## src/rtl/cpwm_pkg.sv

```systemverilog
package cpwm_pkg;

    typedef enum logic [1:0] {
        CNT_IDLE,
        CNT_UP,
        CNT_DOWN,
        CNT_DONE
    } cnt_state_t;

    typedef enum logic [2:0] {
        DT_OFF,
        DT_GAP_HI,
        DT_HI,
        DT_GAP_LO,
        DT_LO
    } dt_state_t;

endpackage

```

## src/rtl/cpwm_prescaler.sv

```systemverilog
module cpwm_prescaler #(
    parameter int PSC_W = 16
) (
    input  logic             clk,
    input  logic             rst_n,
    input  logic             active,
    input  logic             hold,
    input  logic [PSC_W-1:0] div,
    output logic             tick
);
    logic [PSC_W-1:0] pcnt;

    always_ff @(posedge clk or negedge rst_n) begin
        if (!rst_n)             pcnt <= '0;
        else if (!active)       pcnt <= '0;
        else if (!hold) begin
            if (pcnt >= div)    pcnt <= '0;
            else                pcnt <= pcnt + 1'b1;
        end
    end

    assign tick = active && !hold && (pcnt >= div);

    // the divider keeps its phase while frozen
    p_psc_freeze_r8: assert property (@(posedge clk) disable iff (!rst_n)
        (hold && active) |=> $stable(pcnt));

endmodule

```

## src/rtl/cpwm_counter.sv

```systemverilog
module cpwm_counter
    import cpwm_pkg::*;
#(
    parameter int CNT_W = 16,
    parameter int NCH   = 3
) (
    input  logic                 clk,
    input  logic                 rst_n,
    input  logic                 enable,
    input  logic                 center_mode,
    input  logic                 one_pulse,
    input  logic                 halt,
    input  logic                 tick,
    input  logic [CNT_W-1:0]     reload_in,
    input  logic [NCH*CNT_W-1:0] cmp_in,
    output logic [CNT_W-1:0]     cnt,
    output logic [NCH*CNT_W-1:0] cmp_act,
    output logic                 running,
    output logic                 strobe
);
    cnt_state_t       state, nstate;
    logic [CNT_W-1:0] ncnt;
    logic [CNT_W-1:0] arr_q;
    logic             upd;
    logic             start;

    // next state and next count
    always_comb begin
        nstate = state;
        ncnt   = cnt;
        upd    = 1'b0;
        unique case (state)
            CNT_IDLE: begin
                ncnt = '0;
                if (enable && !halt) nstate = CNT_UP;
            end
            CNT_UP: begin
                if (tick) begin
                    if (cnt >= arr_q) begin
                        if (center_mode && arr_q != '0) begin
                            nstate = CNT_DOWN;
                            ncnt   = arr_q - 1'b1;
                        end else begin
                            ncnt = '0;
                            upd  = 1'b1;
                            if (one_pulse) nstate = CNT_DONE;
                        end
                    end else begin
                        ncnt = cnt + 1'b1;
                    end
                end
            end
            CNT_DOWN: begin
                if (tick) begin
                    if (cnt == '0) begin
                        upd = 1'b1;
                        if (one_pulse) begin
                            nstate = CNT_DONE;
                        end else begin
                            nstate = CNT_UP;
                            // a zero limit arriving at the valley parks at 0
                            ncnt = (reload_in != '0) ? CNT_W'(1) : '0;
                        end
                    end else begin
                        ncnt = cnt - 1'b1;
                    end
                end
            end
            CNT_DONE: ncnt = '0;
            default:  nstate = CNT_IDLE;
        endcase
        if (!enable) begin
            nstate = CNT_IDLE;
            ncnt   = '0;
        end
    end

    assign start = (state == CNT_IDLE) && enable && !halt;

    // state register, count and working copies
    always_ff @(posedge clk or negedge rst_n) begin
        if (!rst_n) begin
            state   <= CNT_IDLE;
            cnt     <= '0;
            arr_q   <= '0;
            cmp_act <= '0;
            strobe  <= 1'b0;
        end else begin
            state  <= nstate;
            cnt    <= ncnt;
            strobe <= tick || start;
            if (state == CNT_IDLE || upd) begin
                arr_q   <= reload_in;
                cmp_act <= cmp_in;
            end
        end
    end

    // outputs
    always_comb begin
        running = (state == CNT_UP) || (state == CNT_DOWN);
    end

    // a running count never passes the working limit
    p_cnt_bound_r2: assert property (@(posedge clk) disable iff (!rst_n)
        running |-> (cnt <= arr_q));
    // halt freezes the count
    p_halt_freeze_r8: assert property (@(posedge clk) disable iff (!rst_n)
        (halt && enable) |=> $stable(cnt));
    // a finished one-shot stays parked at zero
    p_shot_parked_r7: assert property (@(posedge clk) disable iff (!rst_n)
        (state == CNT_DONE && enable) |=> (state == CNT_DONE && cnt == '0));
    // the working limit only moves at an update event
    p_shadow_hold_r9: assert property (@(posedge clk) disable iff (!rst_n)
        (state != CNT_IDLE && !upd) |=> $stable(arr_q));

endmodule

```

## src/rtl/cpwm_dtgen.sv

```systemverilog
module cpwm_dtgen
    import cpwm_pkg::*;
#(
    parameter int CNT_W = 16,
    parameter int DT_W  = 8
) (
    input  logic             clk,
    input  logic             rst_n,
    input  logic             running,
    input  logic             halt,
    input  logic             strobe,
    input  logic [CNT_W-1:0] cnt,
    input  logic [CNT_W-1:0] cmp,
    input  logic [DT_W-1:0]  dead,
    output logic             hi,
    output logic             lo
);
    dt_state_t       st, nst;
    logic [DT_W-1:0] dt, ndt;
    logic            ref_hi;

    assign ref_hi = (cnt < cmp);

    always_comb begin
        nst = st;
        ndt = dt;
        if (!running || halt) begin
            nst = DT_OFF;
        end else if (strobe) begin
            unique case (st)
                DT_OFF: begin
                    ndt = dead;
                    if (dead == '0) nst = ref_hi ? DT_HI : DT_LO;
                    else            nst = ref_hi ? DT_GAP_HI : DT_GAP_LO;
                end
                DT_GAP_HI: begin
                    if (!ref_hi)       nst = DT_LO;
                    else if (dt <= 1)  nst = DT_HI;
                    else               ndt = dt - 1'b1;
                end
                DT_GAP_LO: begin
                    if (ref_hi)        nst = DT_HI;
                    else if (dt <= 1)  nst = DT_LO;
                    else               ndt = dt - 1'b1;
                end
                DT_HI: begin
                    if (!ref_hi) begin
                        ndt = dead;
                        nst = (dead == '0) ? DT_LO : DT_GAP_LO;
                    end
                end
                DT_LO: begin
                    if (ref_hi) begin
                        ndt = dead;
                        nst = (dead == '0) ? DT_HI : DT_GAP_HI;
                    end
                end
                default: nst = DT_OFF;
            endcase
        end
    end

    always_ff @(posedge clk or negedge rst_n) begin
        if (!rst_n) begin
            st <= DT_OFF;
            dt <= '0;
        end else begin
            st <= nst;
            dt <= ndt;
        end
    end

    always_comb begin
        hi = (st == DT_HI) && !halt;
        lo = (st == DT_LO) && !halt;
    end

    // a pair never conducts on both sides
    p_no_overlap_r6: assert property (@(posedge clk) disable iff (!rst_n)
        !(hi && lo));
    // with a nonzero gap the high side never turns on straight after the low side
    p_gap_kept_r5: assert property (@(posedge clk) disable iff (!rst_n)
        (dead != '0 && $rose(hi)) |-> !$past(lo));
    // halt sends the sequencer to its off state
    p_halt_off_r8: assert property (@(posedge clk) disable iff (!rst_n)
        halt |=> (st == DT_OFF));

endmodule

```

## src/rtl/cpwm_deadtime.sv

```systemverilog
module cpwm_deadtime
    import cpwm_pkg::*;
#(
    parameter int CNT_W = 16,
    parameter int DT_W  = 8,
    parameter int NCH   = 3
) (
    input  logic                 clk,
    input  logic                 rst_n,
    input  logic                 enable,
    input  logic                 center_mode,
    input  logic                 one_pulse,
    input  logic                 dbg_halt,
    input  logic [CNT_W-1:0]     psc_div,
    input  logic [CNT_W-1:0]     reload,
    input  logic [NCH*CNT_W-1:0] compare,
    input  logic [DT_W-1:0]      dead_time,
    output logic [NCH-1:0]       pwm_hi,
    output logic [NCH-1:0]       pwm_lo,
    output logic [CNT_W-1:0]     count
);
    logic                 tick;
    logic                 running;
    logic                 strobe;
    logic [NCH*CNT_W-1:0] cmp_act;

    cpwm_prescaler #(.PSC_W(CNT_W)) u_psc (
        .clk    (clk),
        .rst_n  (rst_n),
        .active (running),
        .hold   (dbg_halt),
        .div    (psc_div),
        .tick   (tick)
    );

    cpwm_counter #(.CNT_W(CNT_W), .NCH(NCH)) u_cnt (
        .clk         (clk),
        .rst_n       (rst_n),
        .enable      (enable),
        .center_mode (center_mode),
        .one_pulse   (one_pulse),
        .halt        (dbg_halt),
        .tick        (tick),
        .reload_in   (reload),
        .cmp_in      (compare),
        .cnt         (count),
        .cmp_act     (cmp_act),
        .running     (running),
        .strobe      (strobe)
    );

    for (genvar g = 0; g < NCH; g++) begin : g_ch
        cpwm_dtgen #(.CNT_W(CNT_W), .DT_W(DT_W)) u_dt (
            .clk     (clk),
            .rst_n   (rst_n),
            .running (running),
            .halt    (dbg_halt),
            .strobe  (strobe),
            .cnt     (count),
            .cmp     (cmp_act[g*CNT_W +: CNT_W]),
            .dead    (dead_time),
            .hi      (pwm_hi[g]),
            .lo      (pwm_lo[g])
        );
    end

    // every gate is off while halted
    p_halt_gates_r8: assert property (@(posedge clk) disable iff (!rst_n)
        dbg_halt |-> (pwm_hi == '0 && pwm_lo == '0));

endmodule

```

## config.mk

```make
export PLATFORM = sky130hd
export DESIGN_NAME = cpwm_deadtime
export DESIGN_NICKNAME = d
export VERILOG_FILES = /design/src/rtl/cpwm_pkg.sv /design/src/rtl/cpwm_prescaler.sv /design/src/rtl/cpwm_counter.sv /design/src/rtl/cpwm_dtgen.sv /design/src/rtl/cpwm_deadtime.sv
export SDC_FILE = /design/constraint.sdc
export NUM_CORES = 1
export LEC_CHECK = 0
export ABC_CLOCK_PERIOD_IN_PS = 5100
export BUFFER_PORTS_ARGS = -buffer_cell sky130_fd_sc_hd__buf_2
export CORE_AREA = 2 2 189 191
export DETAILED_ROUTE_END_ITERATION = 8
export DIE_AREA = 0 0 191 193
export GPL_TIMING_DRIVEN = 0
export SETUP_SLACK_MARGIN = 0.3
export SYNTH_ARGS = -nofsm -noshare
export SYNTH_HDL_FRONTEND = slang
export SYNTH_SLANG_ARGS = --single-unit
export TNS_END_PERCENT = 5
```

## constraint.sdc

```tcl
create_clock -name clk -period 5.1 [get_ports clk]
set_input_delay 0.255 -clock clk [delete_from_list [all_inputs] [get_ports clk]]
set_output_delay 0.255 -clock clk [all_outputs]
set_load 0.005 [all_outputs]
```

-- After elaboration in Yosys (flattened, before gate mapping)
Index checks and enable logic that the tools add are counted.
- flip-flop bits (word level): 132
- input bits: 94
- word-level logic and storage cells: 199
- $add $sub $neg: 7
- magnitude comparators: 8
- equality and inequality tests: 48
- multiplexer cells: 84
- bitwise logic cells: 1
- reductions and logical operators: 39
- operator list (kind ; count):
    $mux 16 ; 10
    $mux 8 ; 15
    $pmux 8 s5 ; 3
    $mux 3 ; 31
    $lt 16x16->1 ; 3
    $pmux 16 s3 ; 1
    $pmux 3 s5 ; 3
    $add 16x1->16 const B ; 2
    $ge 16x16->1 ; 2
    $reduce_bool 16->1 ; 2
    $sub 16x1->16 const B ; 2
    $reduce_and 7->1 ; 4
    $mux 2 ; 13
    $le 8x1->1 const B ; 3
    $sub 8x1->8 const B ; 3
    $ne 3x2->1 const B ; 7
    $eq 3x2->1 const B ; 6
    $logic_not 16->1 ; 1
    $ne 4x4->1 const B ; 4
    $reduce_and 5->1 ; 3
    $reduce_bool 5->1 ; 3
    $ne 2x2->1 const B ; 7
    $logic_and 1x1->1 ; 12
    $ne 2x1->1 const B ; 6
    21 further kinds ; 41

-- Logic depth before layout (Yosys ltp)
Gate-level depths: netlist (run 1).
- word-level depth: 7
- depth in mapped cells: 13
- mapped depth without buffers: 13

-- Hierarchy
Synthesis (run 1) repeated with hierarchy kept, for this count alone.
- cells, all modules: 1220
- area, all modules: 10774.1 um^2
- modules (own cells, without submodules) (module ; times used ; cells an instance ; area each (um^2) ; sequential area each (um^2)):
    cpwm_counter ; 1 ; 497 ; 5041.1 ; 2077.0
    cpwm_dtgen ; 3 ; 182 ; 1432.6 ; 275.3
    cpwm_prescaler ; 1 ; 177 ; 1435.1 ; 400.4

-- Worst setup path before layout (run 1)
OpenSTA, ideal clock, no wires.
- path kind: reg2reg
- start: reg u_cnt.cnt[14]
- end: reg g_ch[2].u_dt.st[1]
- setup time: 0.146 ns
- arrival time: 2.762 ns
- path slack: 2.193 ns
- cell stages (with the launch flop): 11
- path buffers: 0
- cell sequence: dfrtp_1 > ha_1 > nand4_1 > nor3_1 > or4b_4 > and3_2 > inv_1 > ha_1 > or3_1 > a32oi_1 > a211oi_1
- longest elaborated chain between the ends: 6
- ends and longest elaborated chain (item ; RTL line ; RTL):
    from (decl) ; cpwm_counter.sv:16 ; output logic [CNT_W-1:0] cnt,
    from (signal assigned) ; cpwm_counter.sv:90 ; cnt <= ncnt;
    $lt 16x16->1 (*) ; cpwm_dtgen.sv:22 ; assign ref_hi = (cnt < cmp);
    $mux 2 / $mux 3 (equally long branches) ; cpwm_dtgen.sv:34, cpwm_dtgen.sv:33 ;
    $mux 3 ; cpwm_dtgen.sv:33 ; if (dead == '0) nst = ref_hi ? DT_HI : DT_LO;
    $pmux 3 s5 ; cpwm_dtgen.sv:30 ; unique case (st)
    $mux 3 ; cpwm_dtgen.sv:29 ; end else if (strobe) begin
    $mux 3 ; cpwm_dtgen.sv:27 ; if (!running || halt) begin
    to (signal assigned) ; cpwm_dtgen.sv:68 ; st <= nst;
    to (decl) ; cpwm_dtgen.sv:18 ; dt_state_t st, nst;
Every way passes the cells marked *; elsewhere a longest branch is shown, timed or not. The select of a mux whose other input is x is not followed.
A chain may end at the register's enable or synchronous reset.

-- Worst setup path in the final report (run 1)
Same ends and word-level chain as after synthesis.

==> flow_summary.ini, run 1 <==
[cells_and_area]
final_core_util = 0.3469
area_growth_pct = 17.39
fin_nets = 1455
layout-drive-gt1-share = 0.2095
fillCellCount = 3627
stdcell_area_mm2 = 0.01213
final_cells = 1743

[routing]
drtIter0Drc = 461
drtAntennaViolNets = 0
post-route-drc-count = 0
vias = 9053
viasPerCell = 5.194
drt-total-wl_mm = 29.55
routedWlPerCell_um = 16.95
firstDrtPassIters = 6

[place]
hpwl_mm = 22.32
port_buffers = 114
dpl.cell_count = 1707
placed_area_mm2 = 0.01151
dp_slack_ns = 1.384
globalplace.congestion = 0.8782

[floorplanning]
die_area_mm2 = 0.03686
std_cell_rows = 69
core_mm2 = 0.03496
die_h_um = 193
io-pin-count = 116
die_x_um = 191
start_util = 0.2955

[setup_path]
worst-path-max-fanout = 12
worst-endpoint-required_ns = 5.39
critPathCaptureType = flip-flop
worstSetupPathType = reg -> reg
worstPathArrival_ns = 4.02
startpoint_type = flip-flop
worst-r2r-setup-slack_ns = 1.38

[sta]
period_minus_slack_ns = 3.722
hold_violations = 0
fin_worst_skew_ns = 0.01240
worst_slew_pin_slew_ns = 0.9893
finalSetupViolations = 0
min_period_over_period = 0.7298
fin_ws_ns = 1.378
final.setup.tns_ns = 0
max_freq_mhz = 268.7
rsz0062_at_grt = false
slew_headroom = 0.3404
drv_slew = 0

[synthesis]
seq_area_frac_synth = 0.3197
synth_area_leaders = dfrtp_1 (32%), ha_1 (12%), mux2_4 (8.7%)
synth_top_area_cell = dfrtp_1
synth_fp_nets = 1320
yosys_warnings = 0
syn_area_mm2 = 0.01033
syn_avg_cell_area_um2 = 9.136
synth_top_area_frac = 0.3197
post-synth-top-count-cell = dfrtp_1
ys_async_sr_fraction = 1.000
synthTopCellsByCount = dfrtp_1 (132), nand2_1 (108), inv_1 (104), ha_1 (95), nor2_1 (68)
postSynthCellCount = 1131
synthFlopType = dfrtp_1
synth-seq-cells = 132
synth.distinct_cells = 82
synth-edff-count = 0

[power]
switching_share = 0.4253
ir_worst_vdd_mv = 0.2420
p_leak_nw = 5.650
power_frac_comb = 0.481
seq_power_share = 0.305
p_per_area_mw_per_mm2 = 489.7
p_switching_mw = 2.526
clockPowerShare = 0.215
p_int_mw = 3.414

[clock_tree]
clock_sinks = 132
clk_pin_slew_ns = 0.06
cts_tree = yes
clk_latency_ns = 0.44
clk_path_buf_depth = 2
cts_max_level = 4
root_buffer = clkbuf_16
cts_resized = 0
cts_made_buffers = 17

[min_path]
holdCritPathClass = in -> reg

[global_route]
grt_pass1_vias = 8795
grt_pass1_wl_mm = 47.31
grt_usage = 0.1650
grt_antenna_before_repair = 3
grt_max_degree = 91
grt_overflow_total = 0

[run_status]
status = complete, no violations

[flow_run]
cap_violations = 0
## repair_timing
item	4_1_cts	5_1_grt
endpoints found under the hold margin	42	0
hold buffers	1	0
buffers inserted	0	0
## per-stage QoR
step / hold WS, ns / total power, mW
floorplan: -0.04059 / 3.845
global placement: 0.4888 / 4.603
detailed placement: 0.2122 / 4.678
CTS: 0.01964 / 5.984
global route: 0.02457 / 6.413
finish: 0.03810 / 5.940
## registers in the layout, indices dropped and copies added, names as in the netlist
register and cells:
g_ch.u_dt.dt 24, g_ch.u_dt.st 9, u_cnt.arr_q 16, u_cnt.cmp_act 48
u_cnt.cnt 16, u_cnt.state 2, u_cnt.strobe 1, u_psc.pcnt 16
## worst max-delay path, stage by stage (launching register included)
cell	delay (ns)
dfrtp_1	0.73
ha_1	0.38
and4_2	0.22
a221oi_1	0.84
and3_2	0.40
inv_1	0.06
ha_1	0.27
or3_1	0.37
a32oi_1	0.19
a211oi_1	0.11
## cell usage in the layout (no fill, tap or decap), types with 20 or more instances in the layout
master | netlist | final
nor2_1 | 68 | 68
buf_2 | 9 | 122
nand3_1 | 30 | 30
nor3_1 | 28 | 28
dfrtp_1 | 132 | 132
mux2_4 | 60 | 60
ha_1 | 95 | 95
a211oi_1 | 23 | 23
nand2_1 | 108 | 108
a21oi_1 | 65 | 65
clkbuf_1 | 27 | 29
nand2b_1 | 20 | 20
o21ai_0 | 65 | 65
inv_1 | 104 | 104
## power groups by stage
| stage | combinational, mW | sequential, mW | clock (mW) |
|---|---|---|---|
| global route | 3.19 | 1.87 | 1.35 |
| floorplan | 2.18 | 1.67 | 0 |
| CTS | 2.86 | 1.81 | 1.31 |
| finish | 2.85 | 1.81 | 1.27 |
| detailed placement | 2.85 | 1.83 | 0 |
| global placement | 2.78 | 1.82 | 0 |
## kinds of logic (layout without fill, tap and decap cells)
kind of cell               Yosys count  after routing  synth area share
DFF                                132            132            0.3197
xor gates and xnor gates            25             25           0.02119
buffers and inverters              159            307           0.06769
other                                0              3                 0
muxes                               84             84            0.1115
AOI/OAI and AO/OA                  298            298            0.2005
and+or+nand+nor                    338            338            0.1643
adders and majority gates           95             95            0.1150
## per-layer routing
layer / vias to the layer above / global-route usage / share of wire
met3: 31 / 0.03131 / 0.056
met4: 2 / 0.05188 / 0.013
met1: 4337 / 0.2242 / 0.47
li1: 4399 / - / -
met5: - / 0 / 0.00044
met2: 284 / 0.2648 / 0.46
## final cells by class
type / count / area (µm²) / area share
Antenna cell: 3 / 7.507 / 0.0006189
Buffer: 55 / 309.0 / 0.02548
Clock buffer: 22 / 474.2 / 0.03910
Clock inverter: 10 / 123.9 / 0.01021
Inverter: 104 / 390.4 / 0.03218
Multi-Input combinational cell: 840 / 6330 / 0.5219
Sequential cell: 132 / 3303 / 0.2723
Tap cell: 461 / 576.8 / 0.04756
Timing Repair Buffer: 116 / 614.3 / 0.05065
## final timing paths
check                                       from                  to  depth (start not counted)
worst min-delay path                 compare[18]   u_cnt.cmp_act[18]                          2
worst min register to register  u_cnt.cmp_act[1]    u_cnt.cmp_act[1]                          1
worst max register to register     u_cnt.cnt[14]  g_ch[2].u_dt.st[1]                          9
worst max-delay path               u_cnt.cnt[14]  g_ch[2].u_dt.st[1]                          9
min in group asynchronous                  rst_n        u_cnt.cnt[0]                          2
max in group asynchronous                  rst_n  g_ch[0].u_dt.dt[5]                          3
No activity file was read; power rests on OpenSTA's default activity.
==> run 2: changes to the inputs <==
Settings changed: ABC_CLOCK_PERIOD_IN_PS 5100 to 3180.
Clock period 5.1 ns to 3.18 ns, I/O delays scaled along.
==> flow_summary.ini, run 2 (synthesis results as in run 1) <==
[setup_path]
reg2reg_depth = 10
crit_top_cell = ha_4
crit_chain = ha_4 -> nand4_1 -> nor3_4 -> or4b_4 -> and3_4 -> inv_4 -> ha_4 -> or3_1 -> a32oi_1 -> a211oi_1
cpMaxStageDelayCell = or4b_4
worstPathArrival_ns = 3.20
slowest_delay_ns = 0.53
critPathCaptureType = flip-flop
startpoint_type = flip-flop
worst-path-max-fanout = 4
worst-endpoint-required_ns = 3.45
worstSetupPathType = reg -> reg

[routing]
post-route-drc-count = 0
drtIter0Drc = 711
drtAntennaViolNets = 0
vias = 9386
viasPerCell = 5.123
drt-total-wl_mm = 30.34
firstDrtPassIters = 5
routedWlPerCell_um = 16.56

[floorplanning]
core_mm2 = 0.03496
die_h_um = 193
die_area_mm2 = 0.03686
io-pin-count = 116
std_cell_rows = 69
die_x_um = 191
start_util = 0.2955

[clock_tree]
cts_max_level = 4
cts_tree = yes
clk_latency_ns = 0.43
clock_sinks = 132
clk_pin_slew_ns = 0.06
clk_path_buf_depth = 2
root_buffer = clkbuf_16
cts_made_buffers = 17

[power]
ir_worst_vdd_mv = 0.2917
p_leak_nw = 6.082
power_frac_comb = 0.506
p_switching_mw = 4.167
p_per_area_mw_per_mm2 = 766.2
p_int_mw = 5.954
seq_power_share = 0.279
switching_share = 0.4117
clockPowerShare = 0.215

[sta]
final.setup.tns_ns = 0
rsz0062_at_grt = true
hold_violations = 0
fin_ws_ns = 0.2547
slew_headroom = 0.5659
max_freq_mhz = 341.8
period_minus_slack_ns = 2.925
min_period_over_period = 0.9199
drv_slew = 0
fin_worst_skew_ns = 0.01044
finalSetupViolations = 0
worst_slew_pin_slew_ns = 0.6512

[run_status]
status = complete, no violations

[place]
hpwl_mm = 22.27
globalplace.congestion = 0.8939
port_buffers = 114
dp_slack_ns = -0.3949

[cells_and_area]
top_regs = u_cnt.cmp_act: 48 flops, g_ch.u_dt.dt: 24 flops
fin_nets = 1546
fillCellCount = 3511
area_growth_pct = 27.84
largest_register = u_cnt.cmp_act
layout-drive-gt1-share = 0.2380
multi_input_area_mm2 = 0.006479
regArea_mm2 = 0.003317
largest_reg_flops = 48
final_cell_mix = buf_2 (121), dfrtp_1 (121), nand2_1 (108), inv_1 (102), ha_1 (91)

[flow_run]
cap_violations = 0

[global_route]
grt_max_degree = 92
grt_overflow_total = 0
grt_pass1_vias = 9309
grt_antenna_before_repair = 2
grt_pass1_wl_mm = 49.11
grt_usage = 0.1697

[min_path]
holdCritPathClass = in -> reg
min_path_cells = 3
[run 2: cell count changes in the layout (fill, tap and decap cells not counted), moves of 4 or more]
| cell | before | now |
|---|---|---|
| ha_1 | 95 | 91 |
| dfrtp_2 | 0 | 11 |
| clkbuf_1 | 29 | 24 |
| ha_4 | 0 | 4 |
| dfrtp_1 | 132 | 121 |
| dlygate4sd3_1 | 1 | 65 |
| buf_4 | 8 | 33 |
[run 2: final cells by class]
cell class,instances,area share
inverters,104,0.02974
diodes,1,0.0001894
multi-input cells,840,0.4905
plain buffers,55,0.02415
flip-flops and latches,132,0.2511
repair buffers,207,0.1122
well taps,461,0.04367
clock buffers,18,0.03249
clock inverters,14,0.01591
[run 2: final timing paths]
path                                     from            endpoint  slack (ns)
setup / recovery                u_cnt.cnt[13]  g_ch[2].u_dt.st[1]        0.25
hold / removal                   dead_time[0]  g_ch[0].u_dt.dt[0]        0.07
setup reg to reg                u_cnt.cnt[13]  g_ch[2].u_dt.st[1]        0.25
hold reg to reg            g_ch[1].u_dt.dt[6]  g_ch[1].u_dt.dt[6]        0.51
max in group asynchronous               rst_n       u_cnt.cnt[12]        2.14
min in group asynchronous               rst_n      u_cnt.arr_q[3]        0.21
[run 2: stage by stage]
| stage | std cells | util | area (µm²) | hold slack [ns] | power, mW |
|---|---|---|---|---|---|
| floorplan | 1131 | - | 10340 | -0.1366 | 6.170 |
| global placement | 1706 | 0.3284 | 11480 | 0.3935 | 7.348 |
| detailed placement | 1707 | 0.3294 | 11520 | 0.1085 | 7.466 |
| CTS | 1824 | 0.3739 | 13080 | 0.03505 | 10.01 |
| global route | 1831 | 0.3777 | 13210 | 0.05023 | 10.90 |
| finish | 1832 | 0.3778 | 13210 | 0.07017 | 10.12 |
[run 2: worst max-delay path, delay by kind of cell (launching register included)]
| family | cells | cell delay, ns |
|---|---|---|
| and+or+nand+nor | 5 | 1.48 |
| adders and majority gates | 2 | 0.48 |
| DFF | 1 | 0.45 |
| AOI/OAI and AO/OA | 2 | 0.31 |
| buffers and inverters | 1 | 0.06 |
[run 2: metal layers]
metal,up-vias,part of all wire,GRT usage
met1,4503,0.48,0.2309
met4,2,0.019,0.05456
met2,257,0.46,0.2754
li1,4586,-,-
met5,-,0.00040,0
met3,38,0.049,0.02661
[run 2: repair_timing]
| action | 4_1_cts | 5_1_grt |
|---|---|---|
| hold buffers | 65 | 0 |
| gates resized for setup | 17 | 25 |
| endpoints found under the setup margin | 110 | 126 |
| pin swaps | 8 | 9 |
| endpoints found under the hold margin | 105 | 0 |
| buffers inserted | 20 | 7 |
[run 2: power groups by stage]
stage / Sequential, mW / Combinational [mW] / Clock (mW)
after floorplan: 2.68 / 3.49 / 0
final: 2.82 / 5.12 / 2.18
after CTS: 2.82 / 4.96 / 2.23
after global routing: 2.91 / 5.67 / 2.32
after detailed placement: 2.92 / 4.55 / 0
after global placement: 2.91 / 4.43 / 0
==> run 3: changes to the inputs <==
Settings changed: CTS_BUF_LIST from default to sky130_fd_sc_hd__clkbuf_8.
==> flow_summary.ini, run 3 (synthesis results as in run 1) <==
[setup_path]
worst-endpoint-required_ns = 3.56
worst-r2r-setup-slack_ns = 0.25
worstSetupPathType = reg -> reg
startpoint_type = flip-flop
slowest_delay_ns = 0.52
critPathCaptureType = flip-flop
crit_chain = ha_4 -> nand4_1 -> nor3_4 -> or4b_4 -> buf_4 -> a31oi_2 -> o21ai_4 -> a211oi_1 -> a2bb2oi_1
worstPathArrival_ns = 3.31
worst-path-max-fanout = 8
cpMaxStageDelayCell = or4b_4

[routing]
drt-total-wl_mm = 30.26
drtIter0Drc = 676
drtAntennaViolNets = 0
post-route-drc-count = 0
routedWlPerCell_um = 16.52
vias = 9381
viasPerCell = 5.123
firstDrtPassIters = 5

[cells_and_area]
area_growth_pct = 25.97
regArea_mm2 = 0.003317
fin_nets = 1545
largest_register = u_cnt.cmp_act
fillCellCount = 3534
final_core_util = 0.3723
top_regs = u_cnt.cmp_act: 48 flops, g_ch.u_dt.dt: 24 flops
largest_reg_flops = 48
final_cell_mix = buf_2 (122), dfrtp_1 (121), nand2_1 (108), inv_1 (103), ha_1 (91)
mostFrequentLayoutCell = buf_2
final_cells = 1831
layout-drive-gt1-share = 0.2359
multi_input_area_mm2 = 0.006490

[global_route]
grt_max_degree = 92
grt_pass1_wl_mm = 48.80
grt_pass1_vias = 9307
grt_usage = 0.1690
grt_antenna_before_repair = 2
grt_overflow_total = 0

[clock_tree]
cts_made_buffers = 17
clk_pin_slew_ns = 0.08
clock_sinks = 132
clk_latency_ns = 0.47
cts_tree = yes
cts_max_level = 4
root_buffer = clkbuf_8
clk_path_buf_depth = 2

[sta]
rsz0062_at_grt = true
fin_ws_ns = 0.2497
finalSetupViolations = 0
min_period_over_period = 0.9215
whs_ns = 0.05557
period_minus_slack_ns = 2.930
worst_slew_pin_slew_ns = 0.6542
drv_slew = 0
fin_worst_skew_ns = 0.01894
slew_headroom = 0.5634
max_freq_mhz = 341.3
hold_violations = 0

[place]
port_buffers = 114
hpwl_mm = 22.27
globalplace.congestion = 0.8939
dpl.cell_count = 1707
dp_slack_ns = -0.3949

[floorplanning]
die_h_um = 193
io-pin-count = 116
die_x_um = 191
std_cell_rows = 69
die_area_mm2 = 0.03686
core_mm2 = 0.03496
start_util = 0.2955

[power]
p_per_area_mw_per_mm2 = 736.4
ir_worst_vdd_mv = 0.2888
p_leak_nw = 5.994
fin_total_pwr_mw = 9.586

[flow_run]
cap_violations = 0

[min_path]
holdCritPathClass = in -> reg

[run_status]
status = complete, no violations
-- run 3: power breakdown --
group / internal (mW) / switching (mW) / leakage [nW]
clock network: 0.926 / 0.744 / 0.223
logic: 2.32 / 2.77 / 4.15
registers: 2.22 / 0.598 / 1.62
total: 5.47 / 4.11 / 5.99
-- run 3: what timing repair did --
item,in CTS,in global routing
hold buffers,66,0
resized for setup,17,22
hold endpoints to repair,106,0
setup buffers,20,5
cloned,0,0
pin swaps,8,9
setup endpoints to repair,110,126
-- run 3: path summary, 6_finish.rpt --
kind,from,endpoint,depth (start not counted)
setup / recovery,u_cnt.cnt[14],g_ch[2].u_dt.dt[0],9
hold / removal,dead_time[5],g_ch[2].u_dt.dt[5],3
setup reg to reg,u_cnt.cnt[14],g_ch[2].u_dt.dt[0],9
hold reg to reg,g_ch[1].u_dt.dt[6],g_ch[1].u_dt.dt[6],2
max in group asynchronous,rst_n,u_cnt.cnt[11],3
min in group asynchronous,rst_n,u_cnt.arr_q[3],2
-- run 3: metrics by stage --
stage	cell area [µm²]	setup TNS [ns]
2_1_floorplan	10340	0
4_1_cts	12890	0
3_3_place_gp	11480	-15.52
3_5_place_dp	11520	-10.38
6_report	13020	0
5_1_grt	13010	0
-- run 3: layout make-up --
cell class	instances	share of cell area
diodes	1	0.0001923
plain buffers	55	0.02413
clock buffers	17	0.01798
clock inverters	15	0.01644
inverters	104	0.02999
multi-input cells	840	0.4986
flip-flops and latches	132	0.2548
well taps	461	0.04431
repair buffers	206	0.1135
-- run 3: per-layer routing --
metal,track usage,vias up,share of wire
li1,-,4579,-
met1,0.2284,4541,0.48
met2,0.2740,216,0.46
met3,0.02733,43,0.047
met4,0.05754,2,0.018
met5,0,-,0.00040
-- run 3: worst max-delay path, delay by kind of cell (launching register included) --
family / cells / cell delay [ns]
and+or+nand+nor: 3 / 0.96
DFF: 1 / 0.46
adders and majority gates: 1 / 0.29
AOI/OAI and AO/OA: 4 / 0.95
buffers and inverters: 1 / 0.17
